### src/rtl/irqc_pkg.sv
package irqc_pkg;
  localparam int DW = 32;

  // byte offsets
  localparam int OFF_CFG  = 'h000;
  localparam int OFF_EN   = 'h004;
  localparam int OFF_STA  = 'h008;
  localparam int OFF_CLR  = 'h00C;
  localparam int OFF_GSTA = 'h010;

  // interrupt bit map
  localparam int B_GLOBAL = 0;
  localparam int B_SWRST  = 1;
  localparam int B_PIXCAP = 3;
  localparam int B_HPD    = 4;
  localparam int B_DLL    = 5;
  localparam int B_FRAME  = 6;
  localparam int B_PKT    = 7;
  localparam int B_SINK   = 11;

  localparam int CFG_SWRST_BIT = 31;
  localparam int GSTA_DONE_BIT = 1;
  localparam int GSTA_HPD_BIT  = 4;

  localparam logic [DW-1:0] EN_MASK =
    (DW'(1) << B_GLOBAL) | (DW'(1) << B_SWRST) | (DW'(1) << B_PIXCAP) |
    (DW'(1) << B_HPD)    | (DW'(1) << B_DLL)   | (DW'(1) << B_FRAME)  |
    (DW'(1) << B_PKT)    | (DW'(1) << B_SINK);
  localparam logic [DW-1:0] PEND_MASK = EN_MASK & ~(DW'(1) << B_GLOBAL);

  typedef enum logic [2:0] {
    SEL_CFG, SEL_EN, SEL_STA, SEL_CLR, SEL_GSTA, SEL_NONE
  } reg_sel_e;

  function automatic logic any_enabled(input logic [DW-1:0] pend,
                                       input logic [DW-1:0] en);
    return |(pend & en & PEND_MASK);
  endfunction

  function automatic logic [DW-1:0] status_view(input logic [DW-1:0] pend,
                                                input logic [DW-1:0] en);
    logic [DW-1:0] v;
    v = pend & PEND_MASK;
    v[B_GLOBAL] = any_enabled(pend, en);
    return v;
  endfunction

  function automatic logic [DW-1:0] next_pending(input logic [DW-1:0] pend,
                                                 input logic [DW-1:0] set,
                                                 input logic [DW-1:0] clr);
    return ((pend & ~clr) | set) & PEND_MASK;
  endfunction
endpackage

### src/rtl/irqc_sync.sv
module irqc_sync #(
  parameter int STAGES = 2,
  parameter int WIDTH  = 1
) (
  input  logic             clk,
  input  logic             rst_n,
  input  logic [WIDTH-1:0] d,
  output logic [WIDTH-1:0] q
);
  logic [STAGES-1:0][WIDTH-1:0] chain;

  for (genvar s = 0; s < STAGES; s++) begin : g_stage
    always_ff @(posedge clk or negedge rst_n) begin
      if (!rst_n) chain[s] <= '0;
      else if (s == 0) chain[s] <= d;
      else chain[s] <= chain[(s == 0) ? 0 : s-1];
    end
  end

  assign q = chain[STAGES-1];
endmodule

### src/rtl/irqc_regs.sv
module irqc_regs
  import irqc_pkg::*;
#(
  parameter int ADDR_W = 12
) (
  input  logic              clk,
  input  logic              rst_n,
  input  logic              wr,
  input  logic [ADDR_W-1:0] addr,
  input  logic [DW-1:0]     wdata,
  input  logic [DW-1:0]     sta_view,
  input  logic [DW-1:0]     gsta_view,
  output logic [DW-1:0]     cfg_q,
  output logic [DW-1:0]     en_q,
  output logic [DW-1:0]     clr_mask,
  output logic [DW-1:0]     rdata
);
  localparam logic [ADDR_W-1:0] A_CFG  = ADDR_W'(OFF_CFG);
  localparam logic [ADDR_W-1:0] A_EN   = ADDR_W'(OFF_EN);
  localparam logic [ADDR_W-1:0] A_STA  = ADDR_W'(OFF_STA);
  localparam logic [ADDR_W-1:0] A_CLR  = ADDR_W'(OFF_CLR);
  localparam logic [ADDR_W-1:0] A_GSTA = ADDR_W'(OFF_GSTA);

  reg_sel_e sel;

  always_comb begin
    case (addr)
      A_CFG:   sel = SEL_CFG;
      A_EN:    sel = SEL_EN;
      A_STA:   sel = SEL_STA;
      A_CLR:   sel = SEL_CLR;
      A_GSTA:  sel = SEL_GSTA;
      default: sel = SEL_NONE;
    endcase
  end

  always_ff @(posedge clk or negedge rst_n) begin
    if (!rst_n) begin
      cfg_q <= '0;
      en_q  <= '0;
    end else if (wr) begin
      if (sel == SEL_CFG) cfg_q <= wdata;
      if (sel == SEL_EN)  en_q  <= wdata & EN_MASK;
    end
  end

  assign clr_mask = (wr && sel == SEL_CLR) ? (wdata & PEND_MASK) : '0;

  always_comb begin
    case (sel)
      SEL_CFG:  rdata = cfg_q;
      SEL_EN:   rdata = en_q;
      SEL_STA:  rdata = sta_view;
      SEL_GSTA: rdata = gsta_view;
      default:  rdata = '0;
    endcase
  end
endmodule

### src/rtl/irqc_status.sv
module irqc_status
  import irqc_pkg::*;
(
  input  logic          clk,
  input  logic          rst_n,
  input  logic [DW-1:0] set_vec,
  input  logic [DW-1:0] clr_mask,
  output logic [DW-1:0] pend_q
);
  always_ff @(posedge clk or negedge rst_n) begin
    if (!rst_n) pend_q <= '0;
    else        pend_q <= next_pending(pend_q, set_vec, clr_mask);
  end
endmodule

### src/rtl/irqc_swrst.sv
module irqc_swrst (
  input  logic clk,
  input  logic rst_n,
  input  logic req,
  input  logic aux_ok,
  output logic done_q,
  output logic done_rise
);
  logic done_d;

  assign done_d    = req & aux_ok;
  assign done_rise = done_d & ~done_q;

  always_ff @(posedge clk or negedge rst_n) begin
    if (!rst_n) done_q <= 1'b0;
    else        done_q <= done_d;
  end
endmodule

### src/rtl/disp_irq_ctrl.sv
module disp_irq_ctrl
  import irqc_pkg::*;
#(
  parameter int ADDR_W      = 12,
  parameter int SYNC_STAGES = 2
) (
  input  logic              clk,
  input  logic              rst_n,
  input  logic              bus_wr,
  input  logic [ADDR_W-1:0] bus_addr,
  input  logic [31:0]       bus_wdata,
  output logic [31:0]       bus_rdata,
  input  logic              evt_pix_cap,
  input  logic              evt_dll_lock,
  input  logic              evt_new_frame,
  input  logic              evt_ctrl_pkt,
  input  logic              evt_sink_term,
  input  logic              hpd_level,
  input  logic              aux_clk_on,
  output logic              irq
);
  logic [1:0]    async_in, sync_out;
  logic          aux_s, hpd_s, hpd_d, hpd_edge;
  logic          done_q, done_rise;
  logic [DW-1:0] cfg_q, en_q, clr_mask, pend_q, set_vec, sta_view, gsta_view;

  assign async_in = {hpd_level, aux_clk_on};

  irqc_sync #(.STAGES(SYNC_STAGES), .WIDTH(2)) u_sync (
    .clk(clk), .rst_n(rst_n), .d(async_in), .q(sync_out)
  );
  assign aux_s = sync_out[0];
  assign hpd_s = sync_out[1];

  always_ff @(posedge clk or negedge rst_n) begin
    if (!rst_n) hpd_d <= 1'b0;
    else        hpd_d <= hpd_s;
  end
  assign hpd_edge = hpd_s ^ hpd_d;

  irqc_swrst u_swrst (
    .clk(clk), .rst_n(rst_n), .req(cfg_q[CFG_SWRST_BIT]), .aux_ok(aux_s),
    .done_q(done_q), .done_rise(done_rise)
  );

  always_comb begin
    set_vec           = '0;
    set_vec[B_SWRST]  = done_rise;
    set_vec[B_PIXCAP] = evt_pix_cap;
    set_vec[B_HPD]    = hpd_edge;
    set_vec[B_DLL]    = evt_dll_lock;
    set_vec[B_FRAME]  = evt_new_frame;
    set_vec[B_PKT]    = evt_ctrl_pkt;
    set_vec[B_SINK]   = evt_sink_term;
  end

  irqc_status u_status (
    .clk(clk), .rst_n(rst_n), .set_vec(set_vec), .clr_mask(clr_mask),
    .pend_q(pend_q)
  );

  assign sta_view = status_view(pend_q, en_q);

  always_comb begin
    gsta_view                = '0;
    gsta_view[GSTA_DONE_BIT] = done_q;
    gsta_view[GSTA_HPD_BIT]  = hpd_s;
  end

  irqc_regs #(.ADDR_W(ADDR_W)) u_regs (
    .clk(clk), .rst_n(rst_n), .wr(bus_wr), .addr(bus_addr), .wdata(bus_wdata),
    .sta_view(sta_view), .gsta_view(gsta_view), .cfg_q(cfg_q), .en_q(en_q),
    .clr_mask(clr_mask), .rdata(bus_rdata)
  );

  assign irq = any_enabled(pend_q, en_q);
endmodule

### config.mk
export PLATFORM = sky130hd
export DESIGN_NAME = disp_irq_ctrl
export DESIGN_NICKNAME = d
export VERILOG_FILES = /design/src/rtl/irqc_pkg.sv /design/src/rtl/irqc_sync.sv /design/src/rtl/irqc_regs.sv /design/src/rtl/irqc_status.sv /design/src/rtl/irqc_swrst.sv /design/src/rtl/disp_irq_ctrl.sv
export SDC_FILE = /design/constraint.sdc
export NUM_CORES = 1
export LEC_CHECK = 0
export BUFFER_PORTS_ARGS = -buffer_cell sky130_fd_sc_hd__buf_2
export CAP_MARGIN = 40
export CORE_UTILIZATION = 30
export CTS_CLUSTER_SIZE = 20
export DETAILED_ROUTE_END_ITERATION = 10
export GPL_ROUTABILITY_DRIVEN = 0
export GPL_TIMING_DRIVEN = 0
export PLACE_DENSITY = 0.6
export SETUP_SLACK_MARGIN = 0.5
export SYNTH_ARGS = -nofsm -noshare
export SYNTH_HDL_FRONTEND = slang
export SYNTH_HIERARCHICAL = 1
export SYNTH_SLANG_ARGS = --single-unit
### constraint.sdc
create_clock -name clk -period 3.1 [get_ports clk]
set_input_delay 0.155 -clock clk [delete_from_list [all_inputs] [get_ports clk]]
set_output_delay 0.155 -clock clk [all_outputs]
set_load 0.05 [all_outputs]
# Yosys cells after proc, flatten, opt, wreduce, memory -nomap -nowiden
# Index checks and enable logic that the tools add are counted.
totals:
  output_inout_bits: 33
  wordCells: 32
  in_bits: 54
  ff_bits: 53
classes:
  eq_ne: 8
  mux: 3
  n_reduce_logical: 6
  bitwise: 8
op_table:
  columns: ["cell", "count"]
  rows:
  - ["$pmux 32 s4", 1]
  - ["$and 12x12->12", 2]
  - ["$eq 12x4->1 const B", 2]
  - ["$pmux 3 s5", 1]
  - ["$eq 12x3->1 const B", 1]
  - ["$eq 12x5->1 const B", 1]
  - ["$logic_not 12->1", 1]
  - ["$mux 12", 1]
  - ["$not 12->12", 1]
  - ["$or 12x12->12", 1]
  - ["$reduce_or 7->1", 1]
  - ["$eq 3x2->1 const B", 2]
  - ["$reduce_and 2->1", 2]
  - ["$eq 3x1->1 const B", 1]
  - ["$eq 3x3->1 const B", 1]
  - ["$logic_not 3->1", 1]
  - ["$and 1x1->1", 2]
  - ["$logic_and 1x1->1", 1]
  - ["$not 1->1", 1]
  - ["$xor 1x1->1", 1]

# Logic depth before layout (Yosys ltp)
# Gate-level depths: netlist of the first run.
depth:
  ltp_word: 8
  depth_mapped: 6
  ltp_nobuf: 5

# Cells and area by module
# The synthesis of the first run kept the hierarchy.
by_module_without_submodules:
  columns: ["mod", "cells_per_inst", "instances", "area_each_um2"]
  rows:
  - ["irqc_regs", 323, 1, 3208.1]
  - ["irqc_status", 47, 1, 445.4]
  - ["irqc_sync", 6, 1, 115.1]
  - ["disp_irq_ctrl", 7, 1, 67.6]
  - ["irqc_swrst", 3, 1, 40.0]

# Worst setup path before layout of the first run
# No wires, ideal clock.
synth_path:
  kind: "flip-flop to output port"
  startpoint: "register u_status.pend_q[5]"
  endpoint: "output bus_rdata[0]"
  t_arrival_ns: 2.049
  path_stages_with_launch: 6
  required_time_ns: 2.945
  setup_slack_ns: 0.896
  cell_sequence: "dfrtp_1 > a222oi_1 > nand3_1 > mux2_2 > a22oi_1 > a21oi_1"
synth_via:
  elab_chain_cells: 3
synth_lines:
  columns: ["element", "line_no", "rtl"]
  rows:
  - ["start: declaration", "irqc_status.sv:8", "output logic [DW-1:0] pend_q"]
  - ["start signal: assignment", "irqc_status.sv:12", "else pend_q <= next_pending(pend_q, set_vec, clr_mask);"]
  - ["$and 12x12->12", null, null]
  - ["$reduce_or 7->1", null, null]
  - ["named net irq", "disp_irq_ctrl.sv:20", "output logic irq"]
  - ["$pmux 32 s4", "irqc_regs.sv:50", "case (sel)"]
  - ["end: declaration", "disp_irq_ctrl.sv:12", "output logic [31:0] bus_rdata,"]
# The timed path passes the listed nets, and every way through them passes these cells.

# Worst setup path after layout of the first run
layout_path:
  startpoint: "input bus_addr[9]"
  endpoint: "output bus_rdata[0]"
layout_via:
  elab_chain_cells: 4
  elab_cells_between_ends: 11
  cone_classes: "eq/ne (7); mux (2); reduce/logical (2)"
layout_lines:
  columns: ["element", "line_no", "rtl"]
  rows:
  - ["start: declaration", "disp_irq_ctrl.sv:10", "input logic [ADDR_W-1:0] bus_addr,"]
  - ["$eq 12x5->1 (tied with other cells)", "irqc_regs.sv:27", "case (addr)"]
  - ["$pmux 3 s5 (*)", "irqc_regs.sv:27", null]
  - ["$eq 3x3->1 (tied with other cells)", "irqc_regs.sv:50", null]
  - ["$pmux 32 s4 (*)", "irqc_regs.sv:50", null]
# Every way passes the cells marked *; elsewhere a longest branch is shown, timed or not.

==> impl_metrics.tcl, run 1 <==
set metrics [dict create \
    timing.final.ws_setup_ns 0.805 \
    cp_slowest_cell "nor4_2" \
    worst_pin_slew_ns 0.863 \
    floorplan.initialDensity_pct 30.7 \
    drive_gt1_share_pct 33.8 \
    initialDrtViolationCount 123 \
    yosys_warnings 6 \
    reg2reg_from "u_sync/q[0]" \
    multiInputGateArea_um2 2040 \
    drc 0 \
    htreeDepth 2 \
    io_pins 87 \
    routed_wl_mm 8.92 \
    cpPeakStageDelay_ns 0.62 \
    period_minus_slack_ns 2.29 \
    outcome "finished, final reports clean" \
    setup.worst_path.class "input pin to output port" \
    holdBufCountCts 6 \
    cp.arrival_ns 2.14 \
    die-area_um2 11500 \
    slew_violations 0 \
    hpwl_mm 6.50 \
    hold_viol_final 0 \
    ctsLongestPathBuffers 2 \
    stdcell_count 605 \
    die_w_um 107 \
    hold_start "evt_ctrl_pkt" \
    path_cells "buf_2 -> nor4_2 -> nand2_1 -> clkbuf_1 -> a21oi_1 -> buf_2" \
    cts.sinks 53 \
    worst_ep_required_time_ns 2.94 \
    grt_pass1_wl_mm 14.2 \
    max_slew_margin_pct 42.3 \
    cellPowerDensity_nw_per_um2 301 \
    grt_pass1_vias 2846 \
    min_path_type "input pin to register" \
    placed_cells 590 \
    fillers 1082 \
    power_w 0.00130 \
    cts_root_buf "clkbuf_8" \
    path_common_cell "buf_2" \
    leakage_nw 2.28 \
    clock_latency_ns 0.32 \
    clkTransAtPathRegs_ns 0.11 \
    grt.total_usage_pct 16.0 \
    ant_nets 0 \
    post_cts_buffers 0 \
    grt_overflow 0 \
    rsz0062_at_grt "false" \
    netlist_area_um2 3310 \
    worst-path-max-fanout 10 \
    num-nets-final 517 \
    core_um2 10800 \
    crit_start "bus_addr[9]" \
    grt_max_degree 28 \
    post_cts_resize_count 0 \
    finalClockSkew_ns 0.00389 \
    register_area_um2 1330 \
    worst-path-buf-inv 3 \
    io_buffers 85 \
    hold_ws_ns 0.00884 \
    ir_drop_v 0.000184 \
    cp_top_family "simple AND/OR/NAND/NOR gates" \
    cts_tree "built" \
    fp-row-count 38 \
    via_per_inst 4.57 \
    wl_per_cell_um 14.7 \
    cp-start-kind "input pin" \
    dr.pass1.iters 4 \
    chipHeight_um 107 \
    max_freq_mhz 436 \
    dpl_worst_slack_ns 0.839 \
    syn_area_per_cell_um2 10.7 \
    area_growth_pct 29.7 \
    antenna_found_initial 1 \
    maxCapViolCount 0 \
    end_kind "output port" \
    tns_ns 0 \
    finalCritPeriodShare_pct 74.0 \
    netlist_instances 310 \
    setup_viol 0 \
    vias 2766 \
    cts_buffers 5 \
]
[layer usage]
metal	track usage, %	vias up	wire, um
met1	20.7	1324	4130
met3	3.22	9	435
met4	4.60	0	114
li1	-	1368	-
met5	0	-	0
met2	27.1	65	4240
[per-stage QoR]
| stage | util [%] | area, um^2 |
|---|---|---|
| after CTS | 39.8 | 4300 |
| after detailed placement | 38.3 | 4140 |
| after global placement | 38.1 | 4110 |
| final | 39.8 | 4300 |
| after global routing | 39.8 | 4300 |
| after floorplan | - | 3510 |
[placed cells by master (no fill, tap or decap), drive strengths merged, types with 2 or more instances in the layout]
master / instances
inv: 9
and2: 8
mux2: 48
conb: 54
dfrtp: 53
dlygate4sd3: 6
a22oi: 10
and3b: 49
o21ai: 24
buf: 94
clkbuf: 22
nor4: 3
a21oi: 32
nand4: 2
a21o: 7
nor4b: 2
nand2: 33
[registers in the layout, summed over array words and instances, names as in the netlist]
name and flops:
u_sync/q 2, u_status/pend_q 7, u_regs/en_q 8, u_regs/cfg_q 32, hpd_d 1, u_sync/chain 2, u_swrst/done_q 1
[path summary, 6_finish.rpt]
path	to	slack [ns]	depth (start not counted)
setup / recovery	bus_rdata[0]	0.81	6
setup reg to reg	u_status/pend_q[1]	2.20	3
max in group asynchronous	u_regs/cfg_q[16]	2.14	3
min in group asynchronous	u_status/pend_q[6]	0.38	2
hold reg to reg	u_sync/q[0]	0.36	0
hold / removal	u_status/pend_q[7]	0.009	2
[power breakdown]
| part | leakage, nW | switching (W) | total [W] | internal [W] |
|---|---|---|---|---|
| Combinational | 1.53 | 0.0000886 | 0.000162 | 0.0000734 |
| Sequential | 0.697 | 0.00000291 | 0.000700 | 0.000697 |
| Clock | 0.0507 | 0.000264 | 0.000433 | 0.000170 |
[cell type report]
cell class	instances	share of cell area [%]
well taps	140	4.08
plain buffers	24	2.85
diodes	1	0.0582
clock buffers	5	1.60
clock inverters	3	0.670
inverters	7	0.611
flip-flops and latches	53	30.9
repair buffers	93	11.9
multi-input cells	279	47.4
Power figures use the tool's default switching activity.
==> run 2: changes to the inputs <==
- ABC_AREA: unset -> 1
- PLACE_DENSITY: 0.6 -> 0.63
- clock period: 3.1 -> 1.99 ns (I/O delays scaled with it)
==> impl_metrics.tcl, run 2 <==
set metrics [dict create \
    outcome "finished, final reports clean" \
    netlist_area_um2 3010 \
    placed_cells 692 \
    routed_wl_mm 9.34 \
    worst-path-max-fanout 2 \
    p_sw_share_pct 23.1 \
    initialDrtViolationCount 162 \
    hold_viol_final 0 \
    io_buffers 86 \
    setup_viol 0 \
    grt_pass1_vias 3061 \
    switching_power_w 0.000462 \
    rsz0062_at_grt "true" \
    ant_nets 0 \
    cts_buffers 5 \
    layout_commonest_cell "nand2_1" \
    p_int_w 0.00154 \
    die_w_um 102 \
    via_per_inst 4.46 \
    grt.total_usage_pct 17.9 \
    power_frac_comb_pct 10.4 \
    grt_overflow 0 \
    setup.worst_path.class "register to output port" \
    yosys_warnings 6 \
    reg_top3 "u_regs/cfg_q: 32 flops, u_regs/en_q: 8 flops, u_status/pend_q: 7 flops" \
    hold_ws_ns 0.00691 \
    core_um2 9730 \
    clock_latency_ns 0.29 \
    fp-row-count 36 \
    fillers 946 \
    grt_pass1_wl_mm 14.5 \
    maxCapViolCount 0 \
    antenna_found_initial 0 \
    io_pins 87 \
    leakage_nw 2.56 \
    tns_ns 0 \
    vias 3330 \
    stdcell_count 747 \
    cts_root_buf "clkbuf_8" \
    min_path_type "input pin to register" \
    antenna_cells 0 \
    finalCritPeriodShare_pct 75.9 \
    syn_area_per_cell_um2 7.18 \
    seqPwrFrac_pct 54.4 \
    cp-start-kind "register" \
    dr.pass1.iters 5 \
    period_minus_slack_ns 1.51 \
    drive_gt1_share_pct 29.5 \
    final_cell_mix "nand2_1 (139), nand3_1 (60), buf_2 (58)" \
    worst_pin_slew_ns 0.599 \
    reg2reg_slack_ns 1.04 \
    largest_reg_flops 32 \
    ir_drop_v 0.000412 \
    hpwl_mm 6.35 \
    drc 0 \
    cellPowerDensity_nw_per_um2 423 \
    cp.arrival_ns 1.41 \
    final_core_util_pct 48.7 \
    end_kind "output port" \
    max_slew_margin_pct 60.1 \
    regMostFlops "u_regs/cfg_q" \
    floorplan.initialDensity_pct 30.9 \
    finalClockSkew_ns 0.000322 \
    cts_tree "built" \
    htreeDepth 2 \
    die-area_um2 10400 \
    chipHeight_um 102 \
    clkTransAtPathRegs_ns 0.10 \
    wl_per_cell_um 12.5 \
    ctsLongestPathBuffers 2 \
    area_growth_pct 57.4 \
    grt_max_degree 30 \
    netlist_instances 419 \
    slew_violations 0 \
    cts.sinks 53 \
    worst_ep_required_time_ns 1.89 \
    clkPwrFrac_pct 35.2 \
    max_freq_mhz 662 \
    num-nets-final 668 \
]
## run 2: layout make-up
cell class / count / area [um^2] / area share, %
repair buffers: 135 / 1080 / 22.7
clock buffers: 5 / 68.8 / 1.45
inverters: 36 / 135 / 2.85
flip-flops and latches: 53 / 1330 / 28.0
plain buffers: 24 / 205 / 4.33
well taps: 133 / 166 / 3.51
multi-input cells: 359 / 1730 / 36.4
clock inverters: 2 / 35.0 / 0.739
## run 2: through the flow
step	setup slack, ns	power (W)	area (um^2)
after global routing	0.404	0.00210	4740
after detailed placement	0.134	0.00127	3830
after global placement	0.120	0.00126	3810
after floorplan	0.485	0.00117	3210
after CTS	0.446	0.00202	4420
final	0.479	0.00200	4740
## run 2: path summary, 6_finish.rpt
path,from,endpoint,depth (start not counted)
max,u_status/pend_q[4],bus_rdata[0],7
min in group asynchronous,rst_n,u_status/pend_q[7],2
min,bus_wdata[30],u_regs/cfg_q[30],3
min reg2reg,u_sync/chain[0],u_sync/q[0],0
max reg2reg,u_status/pend_q[11],u_status/pend_q[11],5
max in group asynchronous,rst_n,u_regs/cfg_q[28],3
## run 2: repair_timing
item | in CTS | in global routing
endpoints found under the hold margin | 38 | 1
setup endpoints to repair | 32 | 41
buffers inserted | 22 | 9
gates resized for setup | 53 | 73
hold buffers | 15 | 1
cloned | 0 | 1
pin swaps | 8 | 19
## run 2: worst max-delay path: stages (launching register included)
cell and delay [ns]:
dfrtp_1 0.40, nand2_1 0.08, nand2_1 0.06, nor2_2 0.11, nand2_2 0.06, nand4_1 0.08
nand4_1 0.14, buf_6 0.19
## run 2: power groups by stage
| stage | combinational (W) | clock [W] | sequential, W |
|---|---|---|---|
| finish | 0.000209 | 0.000705 | 0.00109 |
| global route | 0.000233 | 0.000775 | 0.00109 |
| CTS | 0.000190 | 0.000737 | 0.00109 |
| detailed placement | 0.000158 | 0 | 0.00111 |
| global placement | 0.000151 | 0 | 0.00111 |
| floorplan | 0.0000553 | 0 | 0.00111 |
## run 2: layer usage
layer,track usage [%],part of all wire (%)
met5,0,0
met4,5.27,1.1
met3,2.74,5.5
met2,30.3,50
met1,23.8,44
